$ cat src/rtl/spc_pkg.sv
package spc_pkg;

  localparam int unsigned WORD_W = 32;
  localparam int unsigned IMM_W  = 16;
  localparam int unsigned SEL_W  = 3;

  typedef enum logic [3:0] {
    OP_LOAD  = 4'd0,  OP_STORE = 4'd1,  OP_MOVE = 4'd2,  OP_HALT = 4'd3,
    OP_ADD   = 4'd4,  OP_SUB   = 4'd5,  OP_MUL  = 4'd6,  OP_DIV  = 4'd7,
    OP_CMP   = 4'd8,  OP_LDI   = 4'd9,  OP_CALL = 4'd10, OP_RET  = 4'd11,
    OP_JMP   = 4'd12, OP_BLT   = 4'd13, OP_BEQ  = 4'd14, OP_BGT  = 4'd15
  } opcode_e;

  typedef enum logic [2:0] {
    PH_BOOT, PH_FETCH, PH_DECODE, PH_OPREAD, PH_PCINC, PH_EXEC, PH_LDWB, PH_HALT
  } phase_e;

  // decoded instruction; bits [18:16] of the word are reserved
  typedef struct packed {
    opcode_e            op;
    logic [SEL_W-1:0]   fa;
    logic [SEL_W-1:0]   fb;
    logic [SEL_W-1:0]   fc;
    logic [IMM_W-1:0]   imm;
  } instr_t;

endpackage

$ cat src/rtl/spc_alu.sv
module spc_alu
  import spc_pkg::*;
#(
  parameter int unsigned W = WORD_W
) (
  input  opcode_e        op,
  input  logic [W-1:0]   x,
  input  logic [W-1:0]   y,
  output logic [W-1:0]   res
);

  always_comb begin
    unique case (op)
      OP_ADD:  res = x + y;
      OP_MUL:  res = x * y;
      OP_DIV: begin
        if (y == '0)
          res = '0;
        else if (y == '1)
          res = '0 - x;                    // avoids the most-negative overflow case
        else
          res = W'($signed(x) / $signed(y));
      end
      default: res = x - y;                // subtract and compare
    endcase
  end

endmodule

$ cat src/rtl/spc_regfile.sv
module spc_regfile
  import spc_pkg::*;
#(
  parameter int unsigned W   = WORD_W,
  parameter int unsigned NUM = 4,
  parameter int unsigned SW  = SEL_W
) (
  input  logic             clk,
  input  logic             rst_n,
  input  logic [SW-1:0]    sel_a,
  input  logic [SW-1:0]    sel_b,
  input  logic [SW-1:0]    sel_c,
  output logic [W-1:0]     dat_a,
  output logic [W-1:0]     dat_b,
  output logic [W-1:0]     dat_c,
  input  logic             wr_en,
  input  logic [SW-1:0]    wr_sel,
  input  logic [W-1:0]     wr_data,
  output logic [NUM*W-1:0] all_regs
);

  localparam int unsigned IW = (NUM > 1) ? $clog2(NUM) : 1;

  logic [W-1:0] regs [NUM];

  // codes at or above NUM (zero register and undefined codes) have no storage
  for (genvar g = 0; g < NUM; g++) begin : g_reg
    always_ff @(posedge clk or negedge rst_n) begin
      if (!rst_n)
        regs[g] <= '0;
      else if (wr_en && (wr_sel == SW'(g)))
        regs[g] <= wr_data;
    end
    assign all_regs[g*W +: W] = regs[g];
  end

  assign dat_a = (sel_a < SW'(NUM)) ? regs[sel_a[IW-1:0]] : '0;
  assign dat_b = (sel_b < SW'(NUM)) ? regs[sel_b[IW-1:0]] : '0;
  assign dat_c = (sel_c < SW'(NUM)) ? regs[sel_c[IW-1:0]] : '0;

endmodule

$ cat src/rtl/spc_core.sv
module spc_core
  import spc_pkg::*;
#(
  parameter int unsigned AW      = 8,
  parameter int unsigned NUM_GPR = 4
) (
  input  logic                      clk,
  input  logic                      rst_n,
  input  logic [AW-1:0]             start_pc,
  output logic [AW-1:0]             mem_addr,
  input  logic [WORD_W-1:0]         mem_rdata,
  output logic [WORD_W-1:0]         mem_wdata,
  output logic                      mem_we,
  output logic                      halted,
  output logic [AW-1:0]             dbg_pc,
  output logic [WORD_W-1:0]         dbg_status,
  output logic [AW-1:0]             dbg_ret,
  output logic [NUM_GPR*WORD_W-1:0] dbg_gpr
);

  localparam int unsigned W = WORD_W;

  phase_e         phase_q, phase_d;
  logic [AW-1:0]  pc_q, pc_d, ret_q, ea, pc_rel;
  logic           pc_en, status_en, ret_en, ir_en, opr_en;
  logic [W-1:0]   status_q;
  instr_t         ir_q, ir_d;
  logic [W-1:0]   opa_q, opb_q, opc_q;
  logic [W-1:0]   rfa, rfb, rfc, alu_x, alu_y, alu_res, imm_ext, rf_wd;
  logic           rf_we, take;

  // ---------------- datapath ----------------
  assign ir_d = '{op:  opcode_e'(mem_rdata[31:28]),
                  fa:  mem_rdata[27:25],
                  fb:  mem_rdata[24:22],
                  fc:  mem_rdata[21:19],
                  imm: mem_rdata[15:0]};

  always_comb begin
    imm_ext = {{(W-IMM_W){ir_q.imm[IMM_W-1]}}, ir_q.imm};
    ea      = opb_q[AW-1:0] + imm_ext[AW-1:0];
    pc_rel  = pc_q + imm_ext[AW-1:0];
    alu_x   = (ir_q.op == OP_CMP) ? opa_q : opb_q;
    alu_y   = (ir_q.op == OP_CMP) ? opb_q : opc_q;
    unique case (ir_q.op)
      OP_JMP, OP_CALL: take = 1'b1;
      OP_BLT:          take = status_q[W-1];
      OP_BEQ:          take = (status_q == '0);
      OP_BGT:          take = !status_q[W-1] && (status_q != '0);
      default:         take = 1'b0;
    endcase
  end

  spc_alu #(.W(W)) u_alu (
    .op (ir_q.op),
    .x  (alu_x),
    .y  (alu_y),
    .res(alu_res)
  );

  spc_regfile #(.W(W), .NUM(NUM_GPR), .SW(SEL_W)) u_rf (
    .clk     (clk),
    .rst_n   (rst_n),
    .sel_a   (ir_q.fa),
    .sel_b   (ir_q.fb),
    .sel_c   (ir_q.fc),
    .dat_a   (rfa),
    .dat_b   (rfb),
    .dat_c   (rfc),
    .wr_en   (rf_we),
    .wr_sel  (ir_q.fa),
    .wr_data (rf_wd),
    .all_regs(dbg_gpr)
  );

  // ---------------- sequencing ----------------
  always_comb begin
    phase_d   = phase_q;
    pc_d      = pc_q;
    pc_en     = 1'b0;
    status_en = 1'b0;
    ret_en    = 1'b0;
    ir_en     = 1'b0;
    opr_en    = 1'b0;
    rf_we     = 1'b0;
    rf_wd     = alu_res;
    unique case (phase_q)
      PH_BOOT: begin
        pc_d    = start_pc;
        pc_en   = 1'b1;
        phase_d = PH_FETCH;
      end
      PH_FETCH:  phase_d = PH_DECODE;
      PH_DECODE: begin
        ir_en   = 1'b1;
        phase_d = PH_OPREAD;
      end
      PH_OPREAD: begin
        opr_en  = 1'b1;
        phase_d = PH_PCINC;
      end
      PH_PCINC: begin
        pc_d    = pc_q + AW'(1);
        pc_en   = 1'b1;
        phase_d = PH_EXEC;
      end
      PH_EXEC: begin
        phase_d = PH_FETCH;
        unique case (ir_q.op)
          OP_LOAD:  phase_d = PH_LDWB;
          OP_HALT:  phase_d = PH_HALT;
          OP_MOVE: begin
            rf_we = 1'b1;
            rf_wd = opb_q;
          end
          OP_ADD, OP_SUB, OP_MUL, OP_DIV: rf_we = 1'b1;
          OP_LDI: begin
            rf_we = 1'b1;
            rf_wd = imm_ext;
          end
          OP_CMP:   status_en = 1'b1;
          OP_RET: begin
            pc_d  = ret_q;
            pc_en = 1'b1;
          end
          default: begin
            ret_en = (ir_q.op == OP_CALL);
            pc_d   = pc_rel;
            pc_en  = take;
          end
        endcase
      end
      PH_LDWB: begin
        rf_we   = 1'b1;
        rf_wd   = mem_rdata;
        phase_d = PH_FETCH;
      end
      default: phase_d = PH_HALT;
    endcase
  end

  // ---------------- registers ----------------
  always_ff @(posedge clk or negedge rst_n) begin
    if (!rst_n) phase_q <= PH_BOOT;
    else        phase_q <= phase_d;
  end

  always_ff @(posedge clk or negedge rst_n) begin
    if (!rst_n)     pc_q <= '0;
    else if (pc_en) pc_q <= pc_d;
  end

  always_ff @(posedge clk or negedge rst_n) begin
    if (!rst_n)         status_q <= '0;
    else if (status_en) status_q <= alu_res;
  end

  always_ff @(posedge clk or negedge rst_n) begin
    if (!rst_n)      ret_q <= '0;
    else if (ret_en) ret_q <= pc_q;
  end

  always_ff @(posedge clk or negedge rst_n) begin
    if (!rst_n)     ir_q <= '0;
    else if (ir_en) ir_q <= ir_d;
  end

  always_ff @(posedge clk or negedge rst_n) begin
    if (!rst_n) begin
      opa_q <= '0;
      opb_q <= '0;
      opc_q <= '0;
    end else if (opr_en) begin
      opa_q <= rfa;
      opb_q <= rfb;
      opc_q <= rfc;
    end
  end

  // ---------------- outputs ----------------
  assign mem_addr   = (phase_q == PH_EXEC) ? ea : pc_q;
  assign mem_we     = (phase_q == PH_EXEC) && (ir_q.op == OP_STORE);
  assign mem_wdata  = opa_q;
  assign halted     = (phase_q == PH_HALT);
  assign dbg_pc     = pc_q;
  assign dbg_status = status_q;
  assign dbg_ret    = ret_q;

endmodule

$ cat config.mk
export PLATFORM = sky130hd
export DESIGN_NAME = spc_core
export DESIGN_NICKNAME = d
export VERILOG_FILES = /design/src/rtl/spc_pkg.sv /design/src/rtl/spc_alu.sv /design/src/rtl/spc_regfile.sv /design/src/rtl/spc_core.sv
export SDC_FILE = /design/constraint.sdc
export NUM_CORES = 2
export LEC_CHECK = 0
export BUFFER_PORTS_ARGS = -buffer_cell sky130_fd_sc_hd__buf_2
export CAP_MARGIN = 15
export CORE_ASPECT_RATIO = 1.4
export CORE_MARGIN = 2
export CORE_UTILIZATION = 26
export CTS_BUF_LIST = sky130_fd_sc_hd__clkbuf_4 sky130_fd_sc_hd__clkbuf_8 sky130_fd_sc_hd__clkbuf_16
export DETAILED_ROUTE_END_ITERATION = 16
export PLACE_DENSITY = 0.41
export SETUP_SLACK_MARGIN = 0.5
export SYNTH_ARGS = -nofsm -noshare
export SYNTH_HDL_FRONTEND = slang
export SYNTH_SLANG_ARGS = --single-unit
$ cat constraint.sdc
create_clock -name clk -period 121.9 [get_ports clk]
set_clock_uncertainty 0.1 [all_clocks]
set_input_delay 24.38 -clock clk [delete_from_list [all_inputs] [get_ports clk]]
set_output_delay 24.38 -clock clk [all_outputs]
set_load 0.02 [all_outputs]
==> flow_metrics.tcl <==
set metrics [dict create \
    slew_headroom_pct 15.24 \
    cp_top_family "compound AO/OA/AOI/OAI gates" \
    critPathKind "reg -> reg" \
    drt_first_pass_iters 7 \
    crit_fanout 47 \
    min-delay-path-class "reg -> reg" \
    cts.sinks 304 \
    fmax_mhz 9.975 \
    crit_cells 351 \
    ctsResizeCount 0 \
    synth_edf_count 0 \
    drv_cap 0 \
    dieHeight_um 599.3 \
    cp-start-kind "flop" \
    synthesis.nets 9522 \
    tns_ns 0 \
    track_usage_pct 26.61 \
    cts_tree "built" \
    synthToLayoutAreaGrowth_pct 10.61 \
    final_common_cell "nand2_1" \
    reg2reg_slack_ns 21.65 \
    ant_nets 0 \
    syn-cell-area_um2 65800 \
    cts_root_buf "clkbuf_16" \
    final-setup-viol-count 0 \
    wl_per_cell_um 29.79 \
    slowest_stage "o311ai_1" \
    end_kind "flop" \
    clock_latency_ns 0.60 \
    worstHoldPathCells 1 \
    final_cell_mix "1094 x nand2_1, 805 x nor2_1, 704 x ha_1" \
    worst_slew_pin_slew_ns 1.261 \
    cts_setup_buffers 0 \
    clk_path_buf_depth 3 \
    core_area_um2 251800 \
    gp_congestion 0.9623 \
    synth_area_leaders "ha_1 13%, fa_1 13%, dfrtp_1 12%, nand2_1 6.3%, xnor2_1 5.7%" \
    yosys_most_used_dff "dfrtp_1" \
    synth_seq_cells 304 \
    drt_iter0_markers 4857 \
    cpMostUsedCell "ha_1" \
    initial_core_util_pct 26.14 \
    grt_pass1_wl_um 497200 \
    final_max_slew_viol_count 0 \
    nets 9657 \
    reg2regPathDepth 351 \
    status "complete, no violations" \
    hold_violations 0 \
    yosysSeqAreaShare_pct 11.56 \
    cts.clk_slew.worst_paths_ns 0.08 \
    hpwlAfterDp_um 281900 \
    wl_um 352300 \
    syn-instance-count 8365 \
    cpPeakStageDelay_ns 1.02 \
    dr_total_vias 65990 \
    yosysWarningCount 0 \
    rsz0062_at_grt "no" \
    cts_hold_repair.buffers 0 \
    h-tree-depth 1 \
    postSynth.asyncResetShare_pct 100.0 \
    avgSynthCellArea_um2 7.867 \
    antenna_found_initial 17 \
    grt_pass1_vias 67400 \
    num_io_pins 260 \
    port-buffer-count 259 \
    synth.distinct_cells 118 \
    drive_above_1_share_pct 12.12 \
    min_period_ns 100.25 \
    grt_max_degree 120 \
    yosys.area.top_type "ha_1" \
    fin_crit_sh_pct 82.24 \
    dieArea_um2 257200 \
    cts-buffers-inserted 27 \
    die_w_um 429.2 \
    crit_buf_inv 29 \
    overflow 0 \
    crit_required_ns 122.27 \
    drc 0 \
    row_count 218 \
    cp_data_arrival_time_ns 100.62 \
    viasPerCell 5.580 \
    yosys.area.top_type_share_pct 13.39 \
]
[worst paths after layout]
kind | from | endpoint
max | ir_q[26]$_DFFE_PN0P_ | u_rf.all_regs[118]$_DFFE_PN0P_
min | imm_ext[15]$_DFFE_PN0P_ | imm_ext[15]$_DFFE_PN0P_
max reg2reg | ir_q[26]$_DFFE_PN0P_ | u_rf.all_regs[118]$_DFFE_PN0P_
min reg2reg | imm_ext[15]$_DFFE_PN0P_ | imm_ext[15]$_DFFE_PN0P_
max in group asynchronous | rst_n | u_rf.all_regs[48]$_DFFE_PN0P_
min in group asynchronous | rst_n | u_rf.all_regs[69]$_DFFE_PN0P_
[kinds of logic (layout without fill, tap and decap cells)]
kind of cell,count (synthesis),count (layout),synth area share [%]
DFF,304,304,11.56
buffers and inverters,1070,1226,6.280
AOI/OAI and AO/OA,1987,1987,20.22
and+or+nand+nor,2934,2934,20.38
adders and majority gates,1115,1115,25.89
muxes,356,356,7.691
xor gates and xnor gates,599,599,7.973
other,0,5,0
[area by class of cell]
type                    count  area [um^2]
diodes                      5        12.51
repair buffers            501         3131
fillers                 27350       179000
clock buffers              36        768.2
inverters                 675         2534
multi-input cells        6991        54380
flip-flops and latches    304         7612
well taps                3300         4129
clock inverters            14        214.0
[state kept, by name, summed over array words and instances, names as in the netlist, 13 cells and up]
register	flops
opb_q	32
opc_q	32
u_rf.all_regs	128
mem_wdata	32
ir_q	13
dbg_status	32
imm_ext	16
[routing by layer]
metal	vias to the layer above	global-route usage, %	wire length, um
li1	29730	-	-
met1	33150	29.98	134000
met2	2338	48.32	176600
met3	761	2.825	16760
met4	10	15.70	24810
met5	-	0	66
[Yosys cell counts (19+ instances only)]
cell type	count
nand4_1	60
dfrtp_1	304
nor2b_1	85
o21a_1	149
fa_1	411
buf_2	41
or4_1	26
buf_1	50
a31o_2	21
mux4_2	96
clkbuf_1	291
or2_2	45
nor4_1	58
o31ai_1	47
a31oi_1	87
a221oi_1	19
ha_1	704
mux2i_1	62
a21oi_1	520
o21bai_1	47
nand3_1	152
xnor2_1	429
a22oi_1	24
a21o_1	185
and4_1	20
o211ai_1	39
xor2_1	170
nand2b_1	64
a22o_1	109
o22ai_1	25
and2_1	73
and3_1	58
o221ai_1	21
a221o_1	22
mux2_2	189
inv_1	660
a211oi_1	53
o21ai_0	353
nor3_1	225
nor2_1	813
or3_1	78
nand2_1	1097
o21ai_1	25
[metrics by stage]
step / instance area, um^2 / cells / hold WS (ns) / util, % / setup WS [ns]
3_5_place_dp: 71790 / 11770 / 0.3869 / 28.51 / 23.32
2_1_floorplan: 65800 / 8365 / 0.3721 / - / 38.96
3_3_place_gp: 71780 / 11770 / 0.3833 / 28.51 / 23.81
5_1_grt: 72770 / 11820 / 0.4306 / 28.91 / 15.26
6_report: 72780 / 11830 / 0.4070 / 28.91 / 21.65
4_1_cts: 72770 / 11820 / 0.4029 / 28.90 / 22.85
Power is left out: the tool's default activity adds up to more than one toggle a clock period on the data nets, which glitch-free logic cannot reach.
